**src/rtl/ofs_pkg.sv**
```systemverilog
package ofs_pkg;

    // Slot order walked by the auto-incrementing pointer
    typedef enum logic [1:0] {
        SLOT_EMPTY_LO = 2'd0,
        SLOT_EMPTY_HI = 2'd1,
        SLOT_FULL_LO  = 2'd2,
        SLOT_FULL_HI  = 2'd3
    } slot_e;

    localparam int NUM_SLOTS = 4;

endpackage

```
**src/rtl/ofs_mode_latch.sv**
```systemverilog
module ofs_mode_latch (
    input  logic clk,
    input  logic rst,
    input  logic ld,
    output logic prog_en
);

    typedef struct packed {
        logic prog;
    } mode_t;

    mode_t st_d, st_q;

    // Mode follows the dual-purpose pin while reset is held;
    // the value in the final reset cycle is kept.
    always_comb begin
        st_d = st_q;
        if (rst) begin
            st_d.prog = ~ld;
        end
    end

    always_ff @(posedge clk) begin
        st_q <= st_d;
    end

    assign prog_en = st_q.prog;

endmodule

```
**src/rtl/ofs_slot_ptr.sv**
```systemverilog
module ofs_slot_ptr #(
    parameter int NSLOT = 4,
    localparam int PTR_W = $clog2(NSLOT)
) (
    input  logic             clk,
    input  logic             rst,
    input  logic             step,
    output logic [PTR_W-1:0] ptr
);

    typedef struct packed {
        logic [PTR_W-1:0] ptr;
    } ptr_t;

    ptr_t st_d, st_q;

    always_comb begin
        st_d = st_q;
        if (rst) begin
            st_d.ptr = '0;
        end else if (step) begin
            if (st_q.ptr == PTR_W'(NSLOT - 1)) begin
                st_d.ptr = '0;
            end else begin
                st_d.ptr = st_q.ptr + PTR_W'(1);
            end
        end
    end

    always_ff @(posedge clk) begin
        st_q <= st_d;
    end

    assign ptr = st_q.ptr;

endmodule

```
**src/rtl/ofs_reg_bank.sv**
```systemverilog
module ofs_reg_bank #(
    parameter int NSLOT   = 4,
    parameter int OFS_W   = 9,
    parameter int LO_W    = 8,
    parameter int DEF_OFS = 7,
    localparam int PTR_W  = $clog2(NSLOT),
    localparam int HI_W   = OFS_W - LO_W
) (
    input  logic                       clk,
    input  logic                       rst,
    input  logic                       wr,
    input  logic [PTR_W-1:0]           sel,
    input  logic [LO_W-1:0]            wdata,
    output logic [NSLOT-1:0][LO_W-1:0] slots
);

    localparam logic [LO_W-1:0] HI_MASK = LO_W'((1 << HI_W) - 1);
    localparam logic [LO_W-1:0] LO_DEF  = LO_W'(DEF_OFS);
    localparam logic [LO_W-1:0] HI_DEF  = LO_W'(DEF_OFS >> LO_W) & HI_MASK;

    // Even slots hold low bytes, odd slots hold the narrow high parts
    for (genvar i = 0; i < NSLOT; i++) begin : g_slot
        localparam bit              IS_HI = (i % 2) == 1;
        localparam logic [LO_W-1:0] MASK  = IS_HI ? HI_MASK : {LO_W{1'b1}};
        localparam logic [LO_W-1:0] RSTV  = IS_HI ? HI_DEF : LO_DEF;

        typedef struct packed {
            logic [LO_W-1:0] val;
        } slot_t;

        slot_t st_d, st_q;

        always_comb begin
            st_d = st_q;
            if (rst) begin
                st_d.val = RSTV;
            end else if (wr && (sel == PTR_W'(i))) begin
                st_d.val = wdata & MASK;
            end
        end

        always_ff @(posedge clk) begin
            st_q <= st_d;
        end

        assign slots[i] = st_q.val;
    end

endmodule

```
**src/rtl/ofs_flag_regs.sv**
```systemverilog
module ofs_flag_regs #(
    parameter int OFS_W   = 9,
    parameter int LO_W    = 8,
    parameter int DEF_OFS = 7
) (
    input  logic             clk,
    input  logic             rst,
    input  logic             ld,
    input  logic             wr_en,
    input  logic             rd_en,
    input  logic [OFS_W-1:0] din,
    output logic [OFS_W-1:0] dout,
    output logic [OFS_W-1:0] empty_ofs,
    output logic [OFS_W-1:0] full_ofs
);

    import ofs_pkg::*;

    localparam int NSLOT = NUM_SLOTS;
    localparam int PTR_W = $clog2(NSLOT);
    localparam int HI_W  = OFS_W - LO_W;

    logic                       prog_en;
    logic [PTR_W-1:0]           slot_ptr;
    logic [NSLOT-1:0][LO_W-1:0] slots;
    logic                       do_store;
    logic                       do_fetch;

    ofs_mode_latch u_mode (
        .clk     (clk),
        .rst     (rst),
        .ld      (ld),
        .prog_en (prog_en)
    );

    // Store wins when both enables are present
    assign do_store = prog_en && ld && wr_en;
    assign do_fetch = prog_en && ld && rd_en && !wr_en;

    ofs_slot_ptr #(.NSLOT(NSLOT)) u_ptr (
        .clk  (clk),
        .rst  (rst),
        .step (do_store || do_fetch),
        .ptr  (slot_ptr)
    );

    ofs_reg_bank #(
        .NSLOT   (NSLOT),
        .OFS_W   (OFS_W),
        .LO_W    (LO_W),
        .DEF_OFS (DEF_OFS)
    ) u_bank (
        .clk   (clk),
        .rst   (rst),
        .wr    (do_store),
        .sel   (slot_ptr),
        .wdata (din[LO_W-1:0]),
        .slots (slots)
    );

    typedef struct packed {
        logic [OFS_W-1:0] rdata;
    } rb_t;

    rb_t rb_d, rb_q;

    always_comb begin
        rb_d = rb_q;
        if (rst) begin
            rb_d.rdata = '0;
        end else if (do_fetch) begin
            rb_d.rdata = OFS_W'(slots[slot_ptr]);
        end
    end

    always_ff @(posedge clk) begin
        rb_q <= rb_d;
    end

    assign dout      = rb_q.rdata;
    assign empty_ofs = {slots[SLOT_EMPTY_HI][HI_W-1:0], slots[SLOT_EMPTY_LO]};
    assign full_ofs  = {slots[SLOT_FULL_HI][HI_W-1:0], slots[SLOT_FULL_LO]};

endmodule

```
**config.mk**
```make
export PLATFORM = sky130hd
export DESIGN_NAME = ofs_flag_regs
export DESIGN_NICKNAME = d
export VERILOG_FILES = /design/src/rtl/ofs_pkg.sv /design/src/rtl/ofs_mode_latch.sv /design/src/rtl/ofs_slot_ptr.sv /design/src/rtl/ofs_reg_bank.sv /design/src/rtl/ofs_flag_regs.sv
export SDC_FILE = /design/constraint.sdc
export NUM_CORES = 1
export LEC_CHECK = 0
export ABC_AREA = 1
export BUFFER_PORTS_ARGS = -buffer_cell sky130_fd_sc_hd__buf_4
export CORE_ASPECT_RATIO = 2
export CORE_MARGIN = 3
export CORE_UTILIZATION = 53
export DETAILED_ROUTE_END_ITERATION = 8
export PLACE_DENSITY = 0.89
export SLEW_MARGIN = 20
export SYNTH_ARGS = -nofsm -noshare
export SYNTH_HDL_FRONTEND = slang
export SYNTH_HIERARCHICAL = 1
export SYNTH_SLANG_ARGS = --single-unit
```
**constraint.sdc**
```tcl
create_clock -name clk -period 1.4 [get_ports clk]
set_input_delay 0.14 -clock clk [delete_from_list [all_inputs] [get_ports clk]]
set_output_delay 0.14 -clock clk [all_outputs]
set_load 0.01 [all_outputs]
```
==> report_table.html, run 1 <==
<table>
<tr><th>Metric</th><th>Value</th></tr>
<tr><th colspan="2">Floorplanning</th></tr>
<tr><td>Placement Rows</td><td>28</td></tr>
<tr><td>Full die area</td><td>3890 sq um</td></tr>
<tr><td>Count of boundary I/O pins</td><td>41</td></tr>
<tr><td>Overall die width</td><td>45.6 microns</td></tr>
<tr><td>Die boundary height</td><td>85.3 microns</td></tr>
<tr><td>Area inside the core boundary</td><td>2980 sq um</td></tr>
<tr><td>Initial Utilization</td><td>0.559</td></tr>
<tr><th colspan="2">Worst setup path</th></tr>
<tr><td>Crit path buf inv count</td><td>2</td></tr>
<tr><td>CP most frequent cell</td><td>sky130_fd_sc_hd__nand3_1</td></tr>
<tr><td>Largest delay contributor family on the critical path</td><td>buffers and inverters</td></tr>
<tr><td>Slowest Stage Delay on Critical Path</td><td>0.36 ns</td></tr>
<tr><td>CP Class</td><td>reg -&gt; reg</td></tr>
<tr><td>Largest fanout on the critical path</td><td>10</td></tr>
<tr><td>Endpoint arrival time on the critical path</td><td>1.41 ns</td></tr>
<tr><td>Type of element capturing the critical path</td><td>flip-flop</td></tr>
<tr><td>WP data required</td><td>1.57 ns</td></tr>
<tr><td>CP cell instances</td><td>nand3_1, inv_1, buf_4, nand3_1, nand2_1, nor2_1</td></tr>
<tr><td>Highest-delay cell along the critical path</td><td>sky130_fd_sc_hd__edfxtp_1</td></tr>
<tr><td>Setup crit start kind</td><td>flip-flop</td></tr>
<tr><th colspan="2">STA</th></tr>
<tr><td>Worst clock skew</td><td>0.00332 ns</td></tr>
<tr><td>Tcrit/Tclk final</td><td>0.886</td></tr>
<tr><td>Final critical delay including setup and external delays</td><td>1.24 ns</td></tr>
<tr><td>Summed negative setup slack over all endpoints</td><td>0 ns</td></tr>
<tr><td>Number of endpoints failing setup at the final stage</td><td>0</td></tr>
<tr><td>Max-slew violation count</td><td>0</td></tr>
<tr><td>Final hold violation count</td><td>0</td></tr>
<tr><td>RSZ-0062 raised after global routing</td><td>false</td></tr>
<tr><td>Highest Clock Rate</td><td>806 MHz</td></tr>
<tr><th colspan="2">Pwr</th></tr>
<tr><td>Sequential power share</td><td>0.468</td></tr>
<tr><td>Switch Pwr</td><td>0.519 mW</td></tr>
<tr><td>Part of the power in the clock network</td><td>0.356</td></tr>
<tr><td>Ratio of total power to cell area</td><td>963 nW/um^2</td></tr>
<tr><td>Worst vdd rail ir drop</td><td>906 uV</td></tr>
<tr><td>Switching power share of the total</td><td>0.271</td></tr>
<tr><td>Cell internal pwr</td><td>1.40 mW</td></tr>
<tr><td>Part of the power in combinational logic</td><td>0.176</td></tr>
<tr><td>Lkg Pwr</td><td>1.09 nW</td></tr>
<tr><th colspan="2">Finish</th></tr>
<tr><td>Ratio of cells with drive above 1 in the final layout</td><td>0.196</td></tr>
<tr><td>Number of inserted diodes</td><td>0</td></tr>
<tr><td>Final Instance Area</td><td>1990 sq um</td></tr>
<tr><td>Core utilization of the finished layout</td><td>0.669</td></tr>
<tr><td>Commonest cells after routing, fill and taps aside</td><td>86 x sky130_fd_sc_hd__nand2_1, 47 x sky130_fd_sc_hd__buf_4, 38 x sky130_fd_sc_hd__inv_1, 33 x sky130_fd_sc_hd__nand3_1, 28 x sky130_fd_sc_hd__dfxtp_1</td></tr>
<tr><td>Leading cell type in the layout, fill and taps excluded</td><td>sky130_fd_sc_hd__nand2_1</td></tr>
<tr><td>Count of fill cells added during filler insertion</td><td>252</td></tr>
<tr><td>Final #Nets</td><td>316</td></tr>
<tr><td>Area growth from synthesis to layout</td><td>19.7%</td></tr>
<tr><th colspan="2">Detailed routing</th></tr>
<tr><td>Via count</td><td>1611</td></tr>
<tr><td>Number of DRC markers in iteration 0</td><td>40</td></tr>
<tr><td>Via-to-Cell Ratio</td><td>4.87</td></tr>
<tr><td>Length of the first detailed-routing pass in iterations</td><td>5</td></tr>
<tr><td>Sum of routed wire length over all layers</td><td>3570 microns</td></tr>
<tr><td>DRC violations left</td><td>0</td></tr>
<tr><td>Detail Route Antenna Nets</td><td>0</td></tr>
<tr><td>Average wire length per cell after detail routing</td><td>10.8 microns</td></tr>
<tr><th colspan="2">Clock network</th></tr>
<tr><td>Buffer cell driving the clock tree root</td><td>sky130_fd_sc_hd__clkbuf_8</td></tr>
<tr><td>Clock Path Buffers</td><td>2</td></tr>
<tr><td>Clock Latency Late Sink</td><td>0.28 ns</td></tr>
<tr><td>Maximum level of the CTS H-tree</td><td>2</td></tr>
<tr><td>Number of buffers added for setup after CTS</td><td>0</td></tr>
<tr><td>Total number of clock tree sinks</td><td>29</td></tr>
<tr><td>TritonCTS clock tree</td><td>built</td></tr>
<tr><td>Post-CTS resize count</td><td>0</td></tr>
<tr><td>Clock transition at the registers of the reported paths</td><td>0.06 ns</td></tr>
<tr><td>Number of buffers created by CTS</td><td>5</td></tr>
<tr><td>Hold-fix buffers at CTS</td><td>0</td></tr>
<tr><th colspan="2">Placement</th></tr>
<tr><td>GP Congestion</td><td>0.805</td></tr>
<tr><td>Cell area after placement</td><td>1910 sq um</td></tr>
<tr><td>Number of port buffers</td><td>38</td></tr>
<tr><td>HPWL Detailed</td><td>2710 microns</td></tr>
<tr><th colspan="2">Flow run</th></tr>
<tr><td>Maximum capacitance violations</td><td>0</td></tr>
<tr><th colspan="2">Outcome</th></tr>
<tr><td>Result of the run</td><td>finished, final reports clean</td></tr>
<tr><th colspan="2">Global routing</th></tr>
<tr><td>Largest net degree at the start of global routing</td><td>19</td></tr>
<tr><td>Global-route wire length before repair</td><td>6090 microns</td></tr>
<tr><td>Overall fraction of global-route tracks in use</td><td>0.210</td></tr>
<tr><td>Initial antenna violation count</td><td>0</td></tr>
<tr><td>Number of global-route vias before repair</td><td>1492</td></tr>
<tr><td>Total global routing overflow</td><td>0</td></tr>
<tr><th colspan="2">Logic synthesis</th></tr>
<tr><td>Synthesized area</td><td>1670 sq um</td></tr>
<tr><td>Synth warn</td><td>6</td></tr>
<tr><td>Cell count after synthesis</td><td>259</td></tr>
<tr><td>EDFF count, synth</td><td>1</td></tr>
<tr><td>Post-synth cell types</td><td>22</td></tr>
<tr><td>Sequential element share of the synthesized area</td><td>0.355</td></tr>
<tr><td>Post-synthesis area per instance</td><td>6.43 sq um</td></tr>
<tr><td>Fraction of registers with async set/reset</td><td>0</td></tr>
<tr><td>Yosys reg bits</td><td>29</td></tr>
<tr><td>Most used flip-flop cell after synthesis</td><td>sky130_fd_sc_hd__dfxtp_1</td></tr>
<tr><th colspan="2">Worst hold path</th></tr>
<tr><td>Worst hold path class</td><td>in -&gt; reg</td></tr>
</table>
-- tightest hold or removal path, cell delays in order --
cell and delay [ns]:
sky130_fd_sc_hd__buf_4 0.08, sky130_fd_sc_hd__nor2_1 0.04, sky130_fd_sc_hd__nor2_1 0.08
-- metrics by stage --
| stage | cells | hold WS [ns] | power [mW] | setup slack (ns) |
|---|---|---|---|---|
| 5_1_grt | 331 | 0.101 | 2.02 | 0.0417 |
| 6_report | 331 | 0.0961 | 1.92 | 0.160 |
| 4_1_cts | 331 | 0.0945 | 1.93 | 0.164 |
| 2_1_floorplan | 272 | 0.252 | 1.17 | 0.234 |
| 3_3_place_gp | 324 | 0.373 | 1.24 | 0.198 |
| 3_5_place_dp | 324 | 0.385 | 1.25 | 0.173 |
-- final timing paths --
path / from / depth (start not counted) / slack (ns) / endpoint
setup reg to reg: u_mode/prog_en / 6 / 0.16 / u_bank/g_slot[0].st_q[5]
hold / removal: din[7] / 3 / 0.1 / u_bank/g_slot[2].st_q[7]
hold reg to reg: u_bank/g_slot[2].st_q[2] / 2 / 0.49 / u_bank/g_slot[2].st_q[2]
setup / recovery: u_mode/prog_en / 6 / 0.16 / u_bank/g_slot[0].st_q[5]
-- Yosys cell counts (2+ instances only) --
cell	count	area, sq um
sky130_fd_sc_hd__nand2_1	86	323
sky130_fd_sc_hd__inv_1	38	143
sky130_fd_sc_hd__nand3_1	33	165
sky130_fd_sc_hd__dfxtp_1	28	561
sky130_fd_sc_hd__nor2_1	21	78.8
sky130_fd_sc_hd__buf_4	17	128
sky130_fd_sc_hd__a21oi_1	13	65.1
sky130_fd_sc_hd__buf_6	5	56.3
sky130_fd_sc_hd__nand4_1	3	18.8
sky130_fd_sc_hd__buf_2	2	10.0
sky130_fd_sc_hd__conb_1	2	7.51
-- flip-flops by register name, summed over array words and instances (netlist names) --
signal              count
dout                    8
u_bank/g_slot.st_q     18
u_ptr/ptr               2
u_mode/prog_en          1
-- area by class of cell --
class,instances,area [sq um],area share
timing repair buffer,47,353,0.177
multi-input combinational,177,769,0.386
sequential,29,591,0.296
tap,30,37.5,0.0188
inverter,41,156,0.0785
clock buffer,7,86.3,0.0433
-- cells by family after synthesis --
group,Yosys count,share of synthesized area
fa+ha+maj,1,0.00751
buf+inv,66,0.213
simple gates,146,0.373
other cells,2,0.00451
flops,29,0.355
compound gates,15,0.0473
-- power by group through the flow --
stage / clock network (mW) / logic, mW / registers [mW]
3_5_place_dp: 0 / 0.334 / 0.916
4_1_cts: 0.700 / 0.337 / 0.898
5_1_grt: 0.730 / 0.385 / 0.902
3_3_place_gp: 0 / 0.326 / 0.915
6_report: 0.683 / 0.338 / 0.898
2_1_floorplan: 0 / 0.242 / 0.924
-- per-layer routing --
layer	GRT usage	part of all wire	vias to the layer above	wire, microns
met5	0	0	-	0
met4	0.133	0.024	0	87
met3	0.0637	0.059	7	209
met2	0.357	0.55	47	1970
met1	0.206	0.36	713	1300
li1	-	-	844	-
Note: power is estimated with default switching activity, not from simulation.
==> run 2: changes to the inputs <==
--- a/config.mk
+++ b/config.mk
@@ -6,12 +6,12 @@
 export NUM_CORES = 1
 export LEC_CHECK = 0
 export ABC_AREA = 1
-export BUFFER_PORTS_ARGS = -buffer_cell sky130_fd_sc_hd__buf_4
 export CORE_ASPECT_RATIO = 2
 export CORE_MARGIN = 3
-export CORE_UTILIZATION = 53
+export CORE_UTILIZATION = 40
 export DETAILED_ROUTE_END_ITERATION = 8
-export PLACE_DENSITY = 0.89
+export DONT_BUFFER_PORTS = 1
+export PLACE_DENSITY = 0.57
 export SLEW_MARGIN = 20
 export SYNTH_ARGS = -nofsm -noshare
 export SYNTH_HDL_FRONTEND = slang
==> run 2 against run 1 <==
Hold slack worse by 0.076 ns. Clock power decreased by 4.1%. Highest routed layer unchanged. Flip-flop and latch count stayed put. Register-to-register slack got worse by 0.03 ns. Critical path depth is the same.
==> report_table.html, run 2 (synthesis results as in run 1) <==
<table>
<tr><th>Metric</th><th>Value</th></tr>
<tr><th colspan="2">Worst setup path</th></tr>
<tr><td>Largest fanout on the critical path</td><td>8</td></tr>
<tr><td>Highest-delay cell along the critical path</td><td>sky130_fd_sc_hd__edfxtp_1</td></tr>
<tr><td>WP data required</td><td>1.57 ns</td></tr>
<tr><td>Endpoint arrival time on the critical path</td><td>1.44 ns</td></tr>
<tr><td>CP most frequent cell</td><td>sky130_fd_sc_hd__nand3_1</td></tr>
<tr><td>Slowest Stage Delay on Critical Path</td><td>0.36 ns</td></tr>
<tr><td>Reg-to-reg startpoint</td><td>u_mode/prog_en</td></tr>
<tr><td>Critical path launch point</td><td>u_mode/prog_en</td></tr>
<tr><td>CP cell instances</td><td>nand3_1, inv_1, buf_4, nand3_1, nand2_1, nor2_1</td></tr>
<tr><td>Type of element capturing the critical path</td><td>flip-flop</td></tr>
<tr><td>Setup crit start kind</td><td>flip-flop</td></tr>
<tr><td>CP Class</td><td>reg -&gt; reg</td></tr>
<tr><th colspan="2">STA</th></tr>
<tr><td>Worst Max-Slew Pin Slew</td><td>0.521 ns</td></tr>
<tr><td>Normalized max-slew margin</td><td>0.650</td></tr>
<tr><td>Worst clock skew</td><td>0.00644 ns</td></tr>
<tr><td>Highest Clock Rate</td><td>790 MHz</td></tr>
<tr><td>Number of endpoints failing setup at the final stage</td><td>0</td></tr>
<tr><td>Final critical delay including setup and external delays</td><td>1.27 ns</td></tr>
<tr><td>Summed negative setup slack over all endpoints</td><td>0 ns</td></tr>
<tr><td>Max-slew violation count</td><td>0</td></tr>
<tr><td>Final hold violation count</td><td>0</td></tr>
<tr><td>RSZ-0062 raised after global routing</td><td>false</td></tr>
<tr><td>Hold_ws</td><td>0.0202 ns</td></tr>
<tr><td>Tcrit/Tclk final</td><td>0.904</td></tr>
<tr><th colspan="2">Detailed routing</th></tr>
<tr><td>Via count</td><td>1443</td></tr>
<tr><td>Sum of routed wire length over all layers</td><td>3680 microns</td></tr>
<tr><td>Detail Route Antenna Nets</td><td>0</td></tr>
<tr><td>Average wire length per cell after detail routing</td><td>11.4 microns</td></tr>
<tr><td>DRC violations left</td><td>0</td></tr>
<tr><td>Length of the first detailed-routing pass in iterations</td><td>4</td></tr>
<tr><td>Via-to-Cell Ratio</td><td>4.45</td></tr>
<tr><td>Number of DRC markers in iteration 0</td><td>20</td></tr>
<tr><th colspan="2">Floorplanning</th></tr>
<tr><td>Area inside the core boundary</td><td>3920 sq um</td></tr>
<tr><td>Overall die width</td><td>51.6 microns</td></tr>
<tr><td>Full die area</td><td>5020 sq um</td></tr>
<tr><td>Initial Utilization</td><td>0.424</td></tr>
<tr><td>Die boundary height</td><td>97.3 microns</td></tr>
<tr><td>Placement Rows</td><td>32</td></tr>
<tr><td>Count of boundary I/O pins</td><td>41</td></tr>
<tr><th colspan="2">Pwr</th></tr>
<tr><td>Switch Pwr</td><td>0.515 mW</td></tr>
<tr><td>Sequential power share</td><td>0.496</td></tr>
<tr><td>Ratio of total power to cell area</td><td>1010 nW/um^2</td></tr>
<tr><td>Part of the power in combinational logic</td><td>0.149</td></tr>
<tr><td>Cell internal pwr</td><td>1.33 mW</td></tr>
<tr><td>Part of the power in the clock network</td><td>0.355</td></tr>
<tr><td>Worst vdd rail ir drop</td><td>615 uV</td></tr>
<tr><td>Switching power share of the total</td><td>0.279</td></tr>
<tr><td>Lkg Pwr</td><td>0.935 nW</td></tr>
<tr><th colspan="2">Global routing</th></tr>
<tr><td>Initial antenna violation count</td><td>0</td></tr>
<tr><td>Overall fraction of global-route tracks in use</td><td>0.163</td></tr>
<tr><td>Total global routing overflow</td><td>0</td></tr>
<tr><td>Global-route wire length before repair</td><td>6270 microns</td></tr>
<tr><td>Largest net degree at the start of global routing</td><td>19</td></tr>
<tr><td>Number of global-route vias before repair</td><td>1324</td></tr>
<tr><th colspan="2">Clock network</th></tr>
<tr><td>Clock transition at the registers of the reported paths</td><td>0.06 ns</td></tr>
<tr><td>Hold-fix buffers at CTS</td><td>9</td></tr>
<tr><td>Buffer cell driving the clock tree root</td><td>sky130_fd_sc_hd__clkbuf_8</td></tr>
<tr><td>Total number of clock tree sinks</td><td>29</td></tr>
<tr><td>Maximum level of the CTS H-tree</td><td>2</td></tr>
<tr><td>Number of buffers added for setup after CTS</td><td>0</td></tr>
<tr><td>Post-CTS resize count</td><td>0</td></tr>
<tr><td>Number of buffers created by CTS</td><td>5</td></tr>
<tr><td>Clock Latency Late Sink</td><td>0.28 ns</td></tr>
<tr><td>TritonCTS clock tree</td><td>built</td></tr>
<tr><td>Clock Path Buffers</td><td>2</td></tr>
<tr><th colspan="2">Finish</th></tr>
<tr><td>Largest Register</td><td>u_bank/g_slot.st_q</td></tr>
<tr><td>Commonest cells after routing, fill and taps aside</td><td>86 x sky130_fd_sc_hd__nand2_1, 38 x sky130_fd_sc_hd__inv_1, 33 x sky130_fd_sc_hd__nand3_1, 28 x sky130_fd_sc_hd__dfxtp_1, 21 x sky130_fd_sc_hd__nor2_1</td></tr>
<tr><td>Area growth from synthesis to layout</td><td>9.17%</td></tr>
<tr><td>Leading cell type in the layout, fill and taps excluded</td><td>sky130_fd_sc_hd__nand2_1</td></tr>
<tr><td>Number of flip-flops in the largest register</td><td>18</td></tr>
<tr><td>Final Instance Area</td><td>1820 sq um</td></tr>
<tr><td>Ratio of cells with drive above 1 in the final layout</td><td>0.0733</td></tr>
<tr><td>Number of inserted diodes</td><td>0</td></tr>
<tr><td>Final #Nets</td><td>287</td></tr>
<tr><th colspan="2">Placement</th></tr>
<tr><td>HPWL Detailed</td><td>2770 microns</td></tr>
<tr><td>Cell area after placement</td><td>1650 sq um</td></tr>
<tr><td>GP Congestion</td><td>0.769</td></tr>
<tr><td>Number of port buffers</td><td>0</td></tr>
<tr><th colspan="2">Worst hold path</th></tr>
<tr><td>HP Start</td><td>din[2]</td></tr>
<tr><td>Worst hold path class</td><td>in -&gt; reg</td></tr>
<tr><th colspan="2">Outcome</th></tr>
<tr><td>Result of the run</td><td>finished, final reports clean</td></tr>
<tr><th colspan="2">Flow run</th></tr>
<tr><td>Maximum capacitance violations</td><td>0</td></tr>
</table>
## run 2: layout make-up
cell class	count	area (sq um)
clock buffer	8	80.1
fill	468	2110
sequential	29	591
tap	51	63.8
inverter	41	156
timing repair buffer	18	158
multi-input combinational	177	769
## run 2: worst paths after layout
path	to	slack, ns	depth (start not counted)
max	u_bank/g_slot[0].st_q[4]	0.13	6
min	u_bank/g_slot[0].st_q[2]	0.02	2
max reg2reg	u_bank/g_slot[0].st_q[4]	0.13	6
min reg2reg	u_bank/g_slot[0].st_q[2]	0.54	2
## run 2: per-layer routing
layer | GRT usage | wire, microns | vias to the layer above | share of wire
met2 | 0.284 | 1950 | 34 | 0.53
met3 | 0.0538 | 229 | 9 | 0.062
met1 | 0.168 | 1400 | 616 | 0.38
met5 | 0 | 0 | - | 0
met4 | 0.0727 | 102 | 0 | 0.028
li1 | - | - | 784 | -
## run 2: stage by stage
step	util	instances	setup slack [ns]	total power [mW]
floorplan	-	272	0.234	1.17
global placement	0.420	307	0.148	1.18
detailed placement	0.420	307	0.136	1.18
CTS	0.463	324	0.125	1.87
global route	0.463	324	0.00274	1.94
finish	0.463	324	0.134	1.85
## run 2: critical path: cells and delay by family (launching register included)
kind,cells,cell delay [ns]
flip-flops,1,0.36
buffers and inverters,2,0.48
AND/OR/NAND/NOR,4,0.33
## run 2: power groups by stage
stage	sequential, mW	clock (mW)	combinational [mW]
after floorplan	0.924	0	0.242
after global placement	0.934	0	0.247
after detailed placement	0.935	0	0.249
after CTS	0.917	0.682	0.276
after global routing	0.922	0.704	0.318
final	0.915	0.655	0.274
==> run 3: changes to the inputs <==
--- a/config.mk
+++ b/config.mk
@@ -8,10 +8,10 @@
 export ABC_AREA = 1
 export CORE_ASPECT_RATIO = 2
 export CORE_MARGIN = 3
-export CORE_UTILIZATION = 40
+export CORE_UTILIZATION = 60
 export DETAILED_ROUTE_END_ITERATION = 8
 export DONT_BUFFER_PORTS = 1
-export PLACE_DENSITY = 0.57
+export PLACE_DENSITY = 0.79
 export SLEW_MARGIN = 20
 export SYNTH_ARGS = -nofsm -noshare
 export SYNTH_HDL_FRONTEND = slang
==> constraint.sdc (replaced) <==
create_clock -name clk -period 1.2 [get_ports clk]
set_input_delay 0.12 -clock clk [delete_from_list [all_inputs] [get_ports clk]]
set_output_delay 0.12 -clock clk [all_outputs]
set_load 0.01 [all_outputs]
==> run 3 against run 2 <==
Critical path depth unchanged. Cell count decreased by 5.9%. Combinational power increased by 27%. Largest cell class unchanged. Worst setup slack got worse by 0.046 ns. Sequential share of layout area decreased by 1.3 points. Clock skew about the same. Largest power group unchanged. Critical path type unchanged. Core utilization increased by 27 points. Die area decreased by 31%. Clock power increased by 57%.
==> report_table.html, run 3 (synthesis results as in run 1) <==
<table>
<tr><th>Metric</th><th>Value</th></tr>
<tr><th colspan="2">Finish</th></tr>
<tr><td>Final Instance Area</td><td>1900 sq um</td></tr>
<tr><td>Number of inserted diodes</td><td>0</td></tr>
<tr><td>Leading cell type in the layout, fill and taps excluded</td><td>sky130_fd_sc_hd__nand2_1</td></tr>
<tr><td>Number of flip-flops in the largest register</td><td>18</td></tr>
<tr><td>Largest Register</td><td>u_bank/g_slot.st_q</td></tr>
<tr><td>Post-Layout Cell Count</td><td>305</td></tr>
<tr><td>Area growth from synthesis to layout</td><td>13.9%</td></tr>
<tr><td>Ratio of cells with drive above 1 in the final layout</td><td>0.105</td></tr>
<tr><td>Final #Nets</td><td>291</td></tr>
<tr><td>Commonest cells after routing, fill and taps aside</td><td>85 x sky130_fd_sc_hd__nand2_1, 37 x sky130_fd_sc_hd__inv_1, 32 x sky130_fd_sc_hd__nand3_1, 27 x sky130_fd_sc_hd__dfxtp_1, 21 x sky130_fd_sc_hd__nor2_1</td></tr>
<tr><th colspan="2">Worst setup path</th></tr>
<tr><td>Reg-to-reg startpoint</td><td>u_mode/prog_en</td></tr>
<tr><td>Highest-delay cell along the critical path</td><td>sky130_fd_sc_hd__edfxtp_1</td></tr>
<tr><td>Critical path launch point</td><td>u_mode/prog_en</td></tr>
<tr><td>Worst reg2reg path depth</td><td>6</td></tr>
<tr><td>CP Class</td><td>reg -&gt; reg</td></tr>
<tr><td>Type of element capturing the critical path</td><td>flip-flop</td></tr>
<tr><td>WP data required</td><td>1.41 ns</td></tr>
<tr><td>Endpoint arrival time on the critical path</td><td>1.32 ns</td></tr>
<tr><td>Slowest Stage Delay on Critical Path</td><td>0.40 ns</td></tr>
<tr><td>Setup crit start kind</td><td>flip-flop</td></tr>
<tr><td>CP most frequent cell</td><td>sky130_fd_sc_hd__nand2_1</td></tr>
<tr><td>Capture instance of the worst register-to-register path</td><td>u_ptr/ptr[0]</td></tr>
<tr><td>Largest fanout on the critical path</td><td>10</td></tr>
<tr><td>CP cell instances</td><td>buf_4, nand4_4, nand2_2, nand2_1, nand2_1, a21oi_2</td></tr>
<tr><td>Worst R2R Setup Slack</td><td>0.09 ns</td></tr>
<tr><th colspan="2">Placement</th></tr>
<tr><td>Cell area after placement</td><td>1650 sq um</td></tr>
<tr><td>Number of instances in the placed design</td><td>286</td></tr>
<tr><td>GP Congestion</td><td>0.749</td></tr>
<tr><td>Number of port buffers</td><td>0</td></tr>
<tr><td>HPWL Detailed</td><td>2470 microns</td></tr>
<tr><th colspan="2">Worst hold path</th></tr>
<tr><td>HP Start</td><td>din[0]</td></tr>
<tr><td>Number of cells on the worst hold path</td><td>2</td></tr>
<tr><td>End of the worst hold path</td><td>u_bank/g_slot[2].st_q[0]</td></tr>
<tr><td>Worst hold path class</td><td>in -&gt; reg</td></tr>
<tr><th colspan="2">Floorplanning</th></tr>
<tr><td>Placement Rows</td><td>26</td></tr>
<tr><td>Initial Utilization</td><td>0.640</td></tr>
<tr><td>Count of boundary I/O pins</td><td>41</td></tr>
<tr><td>Die boundary height</td><td>80.5 microns</td></tr>
<tr><td>Area inside the core boundary</td><td>2600 sq um</td></tr>
<tr><td>Full die area</td><td>3480 sq um</td></tr>
<tr><td>Overall die width</td><td>43.3 microns</td></tr>
<tr><th colspan="2">Detailed routing</th></tr>
<tr><td>Sum of routed wire length over all layers</td><td>3420 microns</td></tr>
<tr><td>DRC violations left</td><td>0</td></tr>
<tr><td>Average wire length per cell after detail routing</td><td>11.2 microns</td></tr>
<tr><td>Via-to-Cell Ratio</td><td>4.85</td></tr>
<tr><td>Detail Route Antenna Nets</td><td>0</td></tr>
<tr><td>Via count</td><td>1479</td></tr>
<tr><td>Number of DRC markers in iteration 0</td><td>29</td></tr>
<tr><td>Length of the first detailed-routing pass in iterations</td><td>4</td></tr>
<tr><th colspan="2">Clock network</th></tr>
<tr><td>Number of buffers created by CTS</td><td>5</td></tr>
<tr><td>Maximum level of the CTS H-tree</td><td>2</td></tr>
<tr><td>Total number of clock tree sinks</td><td>29</td></tr>
<tr><td>Clock Path Buffers</td><td>2</td></tr>
<tr><td>Number of buffers added for setup after CTS</td><td>0</td></tr>
<tr><td>Buffer cell driving the clock tree root</td><td>sky130_fd_sc_hd__clkbuf_8</td></tr>
<tr><td>TritonCTS clock tree</td><td>built</td></tr>
<tr><td>Clock Latency Late Sink</td><td>0.28 ns</td></tr>
<tr><td>Clock transition at the registers of the reported paths</td><td>0.06 ns</td></tr>
<tr><th colspan="2">STA</th></tr>
<tr><td>RSZ-0062 raised after global routing</td><td>true</td></tr>
<tr><td>Highest Clock Rate</td><td>900 MHz</td></tr>
<tr><td>Max-slew violation count</td><td>0</td></tr>
<tr><td>Final critical delay including setup and external delays</td><td>1.11 ns</td></tr>
<tr><td>Worst clock skew</td><td>0.00653 ns</td></tr>
<tr><td>Tcrit/Tclk final</td><td>0.926</td></tr>
<tr><td>Final hold violation count</td><td>0</td></tr>
<tr><td>Number of endpoints failing setup at the final stage</td><td>0</td></tr>
<tr><th colspan="2">Pwr</th></tr>
<tr><td>Ratio of total power to cell area</td><td>1290 nW/um^2</td></tr>
<tr><td>Lkg Pwr</td><td>0.969 nW</td></tr>
<tr><td>Worst vdd rail ir drop</td><td>1040 uV</td></tr>
<tr><th colspan="2">Global routing</th></tr>
<tr><td>Number of global-route vias before repair</td><td>1379</td></tr>
<tr><td>Initial antenna violation count</td><td>0</td></tr>
<tr><td>Largest net degree at the start of global routing</td><td>18</td></tr>
<tr><td>Overall fraction of global-route tracks in use</td><td>0.214</td></tr>
<tr><td>Global-route wire length before repair</td><td>5690 microns</td></tr>
<tr><td>Total global routing overflow</td><td>0</td></tr>
<tr><th colspan="2">Outcome</th></tr>
<tr><td>Result of the run</td><td>finished, final reports clean</td></tr>
<tr><th colspan="2">Flow run</th></tr>
<tr><td>Maximum capacitance violations</td><td>0</td></tr>
</table>
[run 3: worst max path at each step]
stage / endpoint / depth (start not counted)
CTS: u_bank/g_slot[2].st_q[6] / 5
global placement: u_ptr/ptr[1] / 6
floorplan: u_bank/g_slot[0].st_q[3] / 6
detailed placement: u_ptr/ptr[1] / 6
global route: u_ptr/ptr[1] / 5
finish: u_ptr/ptr[0] / 6
[run 3: cell type report]
type / count / area, sq um
Clock buffer: 7 / 86.3
Clock inverter: 1 / 30.0
Fill cell: 234 / 706
Inverter: 41 / 159
Multi-Input combinational cell: 178 / 796
Sequential cell: 29 / 592
Tap cell: 28 / 35.0
Timing Repair Buffer: 21 / 199
[run 3: repair_timing]
item,4_1_cts,5_1_grt
gates resized for setup,3,4
pin swaps,0,2
endpoints found under the setup margin,6,18
cloned,0,1
endpoints found under the hold margin,20,0
hold buffers,10,0
[run 3: through the flow]
step	TNS [ns]	hold WS (ns)	util	setup WS [ns]	power [mW]
floorplan	0	0.232	-	0.0337	1.36
global placement	0	0.233	0.633	0.0119	1.38
detailed placement	-0.0185	0.233	0.633	-0.0177	1.39
CTS	0	0.00856	0.720	0.00188	2.45
global route	-0.0106	0.00645	0.729	-0.00833	2.56
finish	0	0.0147	0.729	0.0884	2.45
[run 3: worst max-delay path: cells and delay by family, from the launching register on]
kind | cells | cell delay [ns]
flops | 1 | 0.40
compound gates | 1 | 0.10
simple gates | 4 | 0.38
buf+inv | 1 | 0.16
[run 3: report_power, final]
| part | switching (mW) | internal, mW | total (mW) |
|---|---|---|---|
| clock | 0.357 | 0.676 | 1.03 |
| sequential | 0.0558 | 1.01 | 1.07 |
| combinational | 0.201 | 0.147 | 0.348 |
[run 3: routing by layer]
| layer | vias to the layer above | track usage | share of wire |
|---|---|---|---|
| met1 | 639 | 0.219 | 0.39 |
| met2 | 41 | 0.377 | 0.53 |
| li1 | 792 | - | - |
| met5 | - | 0 | 0 |
| met4 | 0 | 0.115 | 0.022 |
| met3 | 7 | 0.0605 | 0.061 |
